### config.mk
export PLATFORM = sky130hd
export DESIGN_NAME = tabrd_responder
export DESIGN_NICKNAME = d
export VERILOG_FILES = /design/src/rtl/tabrd_pkg.sv /design/src/rtl/tabrd_req_parse.sv /design/src/rtl/tabrd_desc_table.sv /design/src/rtl/tabrd_rsp_build.sv /design/src/rtl/tabrd_responder.sv
export SDC_FILE = /design/constraint.sdc
export NUM_CORES = 1
export LEC_CHECK = 0
export ABC_AREA = 1
export BUFFER_PORTS_ARGS = -buffer_cell sky130_fd_sc_hd__buf_2
export CORE_MARGIN = 2
export CORE_UTILIZATION = 55
export CTS_BUF_LIST = sky130_fd_sc_hd__clkbuf_8
export DETAILED_ROUTE_END_ITERATION = 8
export PLACE_DENSITY_LB_ADDON = 0.25
export REMOVE_ABC_BUFFERS = 1
export SLEW_MARGIN = 20
export SYNTH_ARGS = -nofsm -noshare
export SYNTH_HDL_FRONTEND = slang
export SYNTH_SLANG_ARGS = --single-unit
### constraint.sdc
create_clock -name clk -period 3.5 [get_ports clk]
set_clock_uncertainty 0.15 [all_clocks]
set_input_delay 0 -clock clk [delete_from_list [all_inputs] [get_ports clk]]
set_output_delay 0 -clock clk [all_outputs]
set_load 0.03 [all_outputs]
### src/rtl/tabrd_pkg.sv
// Shared constants for the table read-entry responder.
package tabrd_pkg;
    localparam logic [15:0] VENDOR_CODE = 16'h1E98;
    localparam logic [7:0]  OBJ_TABLE   = 8'h02;
    localparam logic [15:0] END_HANDLE  = 16'hFFFF;
    localparam int          HDR_DWORDS  = 3;
    localparam int          LENF_W      = 18;
endpackage

### src/rtl/tabrd_req_parse.sv
// Request parser: counts the dwords of an incoming object and checks the
// identification, length and request fields.
// Assumes: accept is valid&&ready; done pulses on the accepted last dword.
module tabrd_req_parse
    import tabrd_pkg::*;
(
    input  logic        clk,
    input  logic        rst_n,
    input  logic        accept,
    input  logic [31:0] data,
    input  logic        last,
    output logic        done,
    output logic        fmt_ok,
    output logic [15:0] handle
);
    logic [1:0]  wcnt_q;
    logic        id_ok_q;
    logic        len_ok_q;
    logic [31:0] sel_q;
    logic [31:0] sel_now;

    // Track the dword position and capture the checked fields.
    always_ff @(posedge clk) begin
        if (!rst_n) begin
            wcnt_q   <= '0;
            id_ok_q  <= 1'b0;
            len_ok_q <= 1'b0;
            sel_q    <= '0;
        end else if (accept) begin
            if (last)
                wcnt_q <= '0;
            else if (wcnt_q != 2'd3)
                wcnt_q <= wcnt_q + 2'd1;
            case (wcnt_q)
                2'd0: id_ok_q  <= (data[23:0] == {OBJ_TABLE, VENDOR_CODE});
                2'd1: len_ok_q <= (data[LENF_W-1:0] >= LENF_W'(HDR_DWORDS));
                2'd2: sel_q    <= data;
                default: ;
            endcase
        end
    end

    // Combine stored checks with the selection dword (live if it is last).
    always_comb begin
        sel_now = (wcnt_q == 2'd2) ? data : sel_q;
        done    = accept && last;
        fmt_ok  = (wcnt_q >= 2'd2) && id_ok_q && len_ok_q && (sel_now[15:0] == 16'h0000);
        handle  = sel_now[31:16];
    end
endmodule

### src/rtl/tabrd_desc_table.sv
// Descriptor table: base dword address and byte length per entry.
// Assumes: one write port, combinational read.
module tabrd_desc_table #(
    parameter int ENTRIES = 16,
    parameter int ADDR_W  = 16,
    parameter int LEN_W   = 12,
    localparam int IDX_W  = $clog2(ENTRIES)
) (
    input  logic              clk,
    input  logic              rst_n,
    input  logic              we,
    input  logic [IDX_W-1:0]  widx,
    input  logic [ADDR_W-1:0] wbase,
    input  logic [LEN_W-1:0]  wlen,
    input  logic [IDX_W-1:0]  ridx,
    output logic [ADDR_W-1:0] rbase,
    output logic [LEN_W-1:0]  rlen
);
    logic [ADDR_W-1:0] base_q [ENTRIES];
    logic [LEN_W-1:0]  len_q  [ENTRIES];

    // Clear on reset, otherwise store the written descriptor.
    always_ff @(posedge clk) begin
        if (!rst_n) begin
            for (int i = 0; i < ENTRIES; i++) begin
                base_q[i] <= '0;
                len_q[i]  <= '0;
            end
        end else if (we) begin
            base_q[widx] <= wbase;
            len_q[widx]  <= wlen;
        end
    end

    // Read the selected descriptor.
    always_comb begin
        rbase = base_q[ridx];
        rlen  = len_q[ridx];
    end
endmodule

### src/rtl/tabrd_rsp_build.sv
// Response builder: emits the 3-dword header then the payload dwords on a
// valid/ready stream, zero-padding the tail of the last payload dword.
// Assumes: mem_rdata follows mem_addr combinationally; start only when idle.
module tabrd_rsp_build
    import tabrd_pkg::*;
#(
    parameter int ADDR_W = 16,
    parameter int LEN_W  = 12,
    localparam int CNT_W = LEN_W + 1
) (
    input  logic              clk,
    input  logic              rst_n,
    input  logic              start,
    input  logic [ADDR_W-1:0] base,
    input  logic [LEN_W-1:0]  len,
    input  logic [15:0]       next_handle,
    input  logic              rsp_ready,
    input  logic [31:0]       mem_rdata,
    output logic              rsp_valid,
    output logic [31:0]       rsp_data,
    output logic              rsp_last,
    output logic [ADDR_W-1:0] mem_addr
);
    logic              active_q;
    logic [CNT_W-1:0]  idx_q;
    logic [ADDR_W-1:0] base_q;
    logic [LEN_W-1:0]  len_q;
    logic [15:0]       next_q;
    logic [CNT_W-1:0]  pay_dw;
    logic [CNT_W-1:0]  total_dw;
    logic [CNT_W-1:0]  pay_idx;
    logic [31:0]       pad_mask;

    // Latch the entry on start and step through the dwords on each handshake.
    always_ff @(posedge clk) begin
        if (!rst_n) begin
            active_q <= 1'b0;
            idx_q    <= '0;
            base_q   <= '0;
            len_q    <= '0;
            next_q   <= '0;
        end else if (start) begin
            active_q <= 1'b1;
            idx_q    <= '0;
            base_q   <= base;
            len_q    <= len;
            next_q   <= next_handle;
        end else if (active_q && rsp_ready) begin
            if (rsp_last)
                active_q <= 1'b0;
            else
                idx_q <= idx_q + CNT_W'(1);
        end
    end

    // Size arithmetic, payload address and tail mask.
    always_comb begin
        pay_dw   = (CNT_W'(len_q) + CNT_W'(3)) >> 2;
        total_dw = pay_dw + CNT_W'(HDR_DWORDS);
        pay_idx  = idx_q - CNT_W'(HDR_DWORDS);
        mem_addr = base_q + ADDR_W'(pay_idx);
        case (len_q[1:0])
            2'd1:    pad_mask = 32'h0000_00FF;
            2'd2:    pad_mask = 32'h0000_FFFF;
            2'd3:    pad_mask = 32'h00FF_FFFF;
            default: pad_mask = 32'hFFFF_FFFF;
        endcase
    end

    // Select the output dword for the current position.
    always_comb begin
        rsp_valid = active_q;
        rsp_last  = active_q && (idx_q == total_dw - CNT_W'(1));
        case (idx_q)
            CNT_W'(0): rsp_data = {8'h00, OBJ_TABLE, VENDOR_CODE};
            CNT_W'(1): rsp_data = 32'(total_dw);
            CNT_W'(2): rsp_data = {next_q, 8'h00, 8'h00};
            default:   rsp_data = rsp_last ? (mem_rdata & pad_mask) : mem_rdata;
        endcase
    end

    AST_HOLD_STALL: assert property (@(posedge clk) disable iff (!rst_n)
        (rsp_valid && !rsp_ready) |=> (rsp_valid && $stable(rsp_data) && $stable(rsp_last)));
    AST_END_ON_LAST: assert property (@(posedge clk) disable iff (!rst_n)
        $fell(rsp_valid) |-> $past(rsp_last));
    AST_TAIL_ZERO: assert property (@(posedge clk) disable iff (!rst_n)
        (rsp_valid && rsp_last && idx_q >= CNT_W'(3) && len_q[1:0] != 2'd0)
            |-> ((rsp_data >> (8 * len_q[1:0])) == 32'h0));
endmodule

### src/rtl/tabrd_responder.sv
// Top: joins the parser, descriptor table and response builder, checks the
// handle range and computes the following-entry handle.
// Assumes: ent_count and table contents are steady while a response streams.
module tabrd_responder
    import tabrd_pkg::*;
#(
    parameter int ENTRIES  = 16,
    parameter int ADDR_W   = 16,
    parameter int LEN_W    = 12,
    localparam int IDX_W   = $clog2(ENTRIES),
    localparam int ECNT_W  = $clog2(ENTRIES + 1)
) (
    input  logic              clk,
    input  logic              rst_n,
    input  logic              tbl_we,
    input  logic [IDX_W-1:0]  tbl_idx,
    input  logic [ADDR_W-1:0] tbl_base,
    input  logic [LEN_W-1:0]  tbl_len,
    input  logic [ECNT_W-1:0] ent_count,
    input  logic              req_valid,
    output logic              req_ready,
    input  logic [31:0]       req_data,
    input  logic              req_last,
    output logic              rsp_valid,
    input  logic              rsp_ready,
    output logic [31:0]       rsp_data,
    output logic              rsp_last,
    output logic [ADDR_W-1:0] mem_addr,
    input  logic [31:0]       mem_rdata,
    output logic              err_o
);
    logic              p_done;
    logic              p_fmt_ok;
    logic [15:0]       p_handle;
    logic [ADDR_W-1:0] d_base;
    logic [LEN_W-1:0]  d_len;
    logic              in_range;
    logic              go;
    logic [15:0]       nxt_handle;
    logic              err_q;

    assign req_ready = !rsp_valid;

    tabrd_req_parse u_parse (
        .clk    (clk),
        .rst_n  (rst_n),
        .accept (req_valid && req_ready),
        .data   (req_data),
        .last   (req_last),
        .done   (p_done),
        .fmt_ok (p_fmt_ok),
        .handle (p_handle)
    );

    tabrd_desc_table #(.ENTRIES(ENTRIES), .ADDR_W(ADDR_W), .LEN_W(LEN_W)) u_table (
        .clk   (clk),
        .rst_n (rst_n),
        .we    (tbl_we),
        .widx  (tbl_idx),
        .wbase (tbl_base),
        .wlen  (tbl_len),
        .ridx  (p_handle[IDX_W-1:0]),
        .rbase (d_base),
        .rlen  (d_len)
    );

    // Range check and following-entry handle.
    always_comb begin
        in_range   = (p_handle < 16'(ent_count)) && (p_handle < 16'(ENTRIES));
        go         = p_done && p_fmt_ok && in_range;
        nxt_handle = (p_handle == 16'(ent_count) - 16'd1) ? END_HANDLE : p_handle + 16'd1;
    end

    // One-cycle pulse for a well-formed request naming a missing entry.
    always_ff @(posedge clk) begin
        if (!rst_n)
            err_q <= 1'b0;
        else
            err_q <= p_done && p_fmt_ok && !in_range;
    end
    assign err_o = err_q;

    tabrd_rsp_build #(.ADDR_W(ADDR_W), .LEN_W(LEN_W)) u_build (
        .clk         (clk),
        .rst_n       (rst_n),
        .start       (go),
        .base        (d_base),
        .len         (d_len),
        .next_handle (nxt_handle),
        .rsp_ready   (rsp_ready),
        .mem_rdata   (mem_rdata),
        .rsp_valid   (rsp_valid),
        .rsp_data    (rsp_data),
        .rsp_last    (rsp_last),
        .mem_addr    (mem_addr)
    );

    AST_ERR_SILENT: assert property (@(posedge clk) disable iff (!rst_n)
        err_o |-> !rsp_valid);
    AST_ERR_SINGLE: assert property (@(posedge clk) disable iff (!rst_n)
        err_o |=> !err_o);
    AST_NO_REQ_IN_RSP: assert property (@(posedge clk) disable iff (!rst_n)
        rsp_valid |-> !req_ready);
    AST_RSP_AFTER_REQ: assert property (@(posedge clk) disable iff (!rst_n)
        $rose(rsp_valid) |-> $past(req_valid && req_last));
endmodule

==> metrics.yaml <==
critical_path:
  crit_arrival_ns: 3.63
  r2r-end: "u_build.rsp_valid"
  ff2ff_path_depth: 25
  end_kind: "primary output"
  reg2reg_slack_ns: 0
  critical_path_class: "reg -> out"
  cp-endpoint: "rsp_data[25]"
  startpoint: "u_build.len_q[1]"
  crit_path_max_fanout: 8
  regToRegStartpoint: "u_build.len_q[1]"
  crit_path_start_kind: "flip-flop"
  worstPathRequired_ns: 3.35
synthesis:
  synth_warnings: 0
  synthTopCellsByArea: "edfxtp_1, nor2_1, dfxtp_1"
  synth_compound_area_share_pct: 12.93
  synth_most_common_cell: "nor2_1"
  synthAdderAreaFrac_pct: 1.587
  yosys.area.top_type_share_pct: 50.79
  synth.area.mux_share_pct: 0.2268
  netlist_area_um2: 26490
  ys_ff_latch: 543
  yosys.area_share.xor_xnor_pct: 1.483
  syn_area_per_cell_um2: 9.180
  synth_top_family_by_area: "simple AND/OR/NAND/NOR gates"
  synth_top_area_cell: "edfxtp_1"
  synthSimpleGateAreaFrac_pct: 20.36
  synth-edff-count: 448
  async_flop_share_pct: 0
  synth_ff_type: "edfxtp_1"
  postSynthCellCount: 2885
  synth-seq-area-share_pct: 57.97
  synth_cell_type_count: 54
  synth_common_cells: "nor2_1, edfxtp_1, o21ai_0"
power_and_ir_drop:
  leakagePower_nw: 12.44
  vdd_drop_max_uv: 327.9
  seqPwrFrac_pct: 51.5
  power.switching_w: 0.003714
  power.density_nw_per_um2: 453.4
  p_int_w: 0.01067
  combinationalPowerShare_pct: 10.5
  swShare_pct: 25.82
  p_clk_share_pct: 38.0
placement:
  port_buffers: 158
  postPlaceCellArea_um2: 28080
  place_congestion: 0.9429
  place_ws_ns: -0.1602
  place_hpwl_um: 48950
  numPlacedInstances: 3547
routing:
  first_pass_iters: 6
  wl_per_cell_um: 21.82
  post-route-drc-count: 0
  ant_nets: 0
  vias: 23111
  drt_iter0_markers: 2840
  drt_wl_total_um: 83490
  avgViaCountPerCell: 6.039
timing:
  max_freq_mhz: 264.7
  layout_min_cycle_time_ns: 3.778
  tightest_slew_ns: 0.8484
  final.setup.worst_slack_ns: -0.2777
  finalHoldViolCount: 0
  rsz0062_at_grt: "yes"
  setup-tns-final_ns: -6.374
  slew_headroom_pct: 43.44
  setup_violations: 27
  fin_crit_sh_pct: 107.9
  drv_slew: 0
global_routing:
  grt_pass1_vias: 22034
  grt-ovfl-total: 0
  antenna_found_initial: 1
  grt_pass1_wl_um: 124300
  track_usage_pct: 32.54
  grt_start_max_net_pins: 192
run:
  maxCapViolations: 0
die:
  die_area_um2: 49930
  initial_core_util_pct: 55.59
  chipHeight_um: 223.4
  die_w_um: 223.4
  rows: 80
  io_pins: 159
  core_um2: 47650
clock_network:
  clkSinkCount: 543
  cts_buffers: 89
  clk_path_buf_depth: 3
  worstSkewPairLatency_ns: 0.68
  h-tree-depth: 3
  cts_tree: "done"
  clkSlewWorstSetupHoldPaths_ns: 0.06
  root_buffer: "clkbuf_8"
layout:
  fillers: 3761
  antennaDiodeCount: 0
  instances_no_fill: 3827
  design_area_um2: 31730
  drive_gt1_share_pct: 19.15
  register_area_um2: 15380
  layout-area-overhead-vs-synth_pct: 19.80
  final_util_pct: 66.59
  nets: 3279
  multi_input_comb_area_um2: 10270
worst_hold_path:
  hold_class: "in -> reg"
run_status:
  violations: "setup timing"
  outcome: "finished with violations"
critical path, cell delays in order (launching register included):
cell and delay [ns]:
dfxtp_2 0.32, inv_2 0.08, nand2_2 0.08, nand2_2 0.08
nand2_1 0.07, and2_4 0.17, ha_4 0.17, inv_1 0.09
nand3_4 0.09, nor2_4 0.14, nand2_2 0.09, nor2_4 0.10
nand2_1 0.07, nand2_2 0.10, buf_4 0.12, nand2_1 0.06
nand2_1 0.07, o21ai_0 0.08, nand2_1 0.08, nand3_2 0.08
nor2_4 0.14, nand2_4 0.07, nor2_4 0.18, nand2_4 0.12
nand2_1 0.09, nand2_1 0.06, buf_6 0.14
worst min-delay path by stage:
stage	from	slack, ns	endpoint	depth (start not counted)
final	ent_count[0]	0.02	u_build.next_q[2]	7
after global routing	ent_count[0]	0.07	u_build.next_q[1]	7
after CTS	ent_count[0]	0.003	u_build.next_q[2]	7
after detailed placement	mem_rdata[13]	0.20	rsp_data[13]	4
after global placement	mem_rdata[13]	0.19	rsp_data[13]	4
after floorplan	rst_n	-0.02	err_o	2
what timing repair did:
action,4_1_cts,5_1_grt
setup buffers,14,18
cloned,0,2
endpoints found under the hold margin,568,0
endpoints found under the setup margin,32,85
gates resized for setup,125,92
hold buffers,83,0
pin swaps,33,53
per-layer routing:
metal / part of all wire [%] / GRT usage, %
met1: 38 / 42.41
met2: 48 / 53.94
met3: 10 / 5.861
met4: 3.8 / 13.46
met5: 0.022 / 0
final cells by class:
type	count	area share, %
flip-flops and latches	543	48.48
multi-input cells	1970	32.36
repair buffers	368	9.093
clock buffers	114	4.945
well taps	615	2.425
inverters	167	2.039
clock inverters	50	0.6625
flip-flops by register name (all words and copies together) (netlist names):
signal             cells
u_table.len_q        192
u_build.idx_q         13
u_parse.sel_q         32
u_table.base_q       256
err_o                  1
u_build.base_q        16
u_parse.wcnt_q         2
u_parse.len_ok_q       1
u_build.len_q         12
u_build.rsp_valid      1
u_parse.id_ok_q        1
u_build.next_q        16
power groups by stage:
stage	logic, W	registers, W	clock network, W
2_1_floorplan	0.000828	0.00751	0
3_3_place_gp	0.00135	0.00752	0
3_5_place_dp	0.00139	0.00753	0
4_1_cts	0.00146	0.00740	0.00548
5_1_grt	0.00162	0.00743	0.00577
6_report	0.00151	0.00740	0.00547
cells by family after synthesis:
family | count (synthesis)
and+or+nand+nor | 1302
AOI/OAI and AO/OA | 585
buffers and inverters | 372
DFF | 543
xor gates and xnor gates | 44
adders and majority gates | 33
muxes | 6
through the flow:
step	hold slack (ns)	power, W
after floorplan	-0.02404	0.008337
after CTS	0.003165	0.01435
after global placement	0.1921	0.008873
final	0.02180	0.01439
after detailed placement	0.1969	0.008924
after global routing	0.06773	0.01482
cells in the final DEF (no fill, tap or decap), types with 44 or more instances in the layout:
master,Yosys,routed
buf_4,4,118
dlygate4sd3_1,0,83
edfxtp_1,448,448
o22ai_1,73,73
dfxtp_1,95,83
a21oi_1,59,53
nand2_2,27,52
inv_1,153,182
nand3_1,94,86
clkbuf_8,0,114
o221ai_1,44,44
o21ai_0,328,321
nand2_1,315,284
nor2_1,767,749
buf_2,14,128
Power figures use the tool's default switching activity.
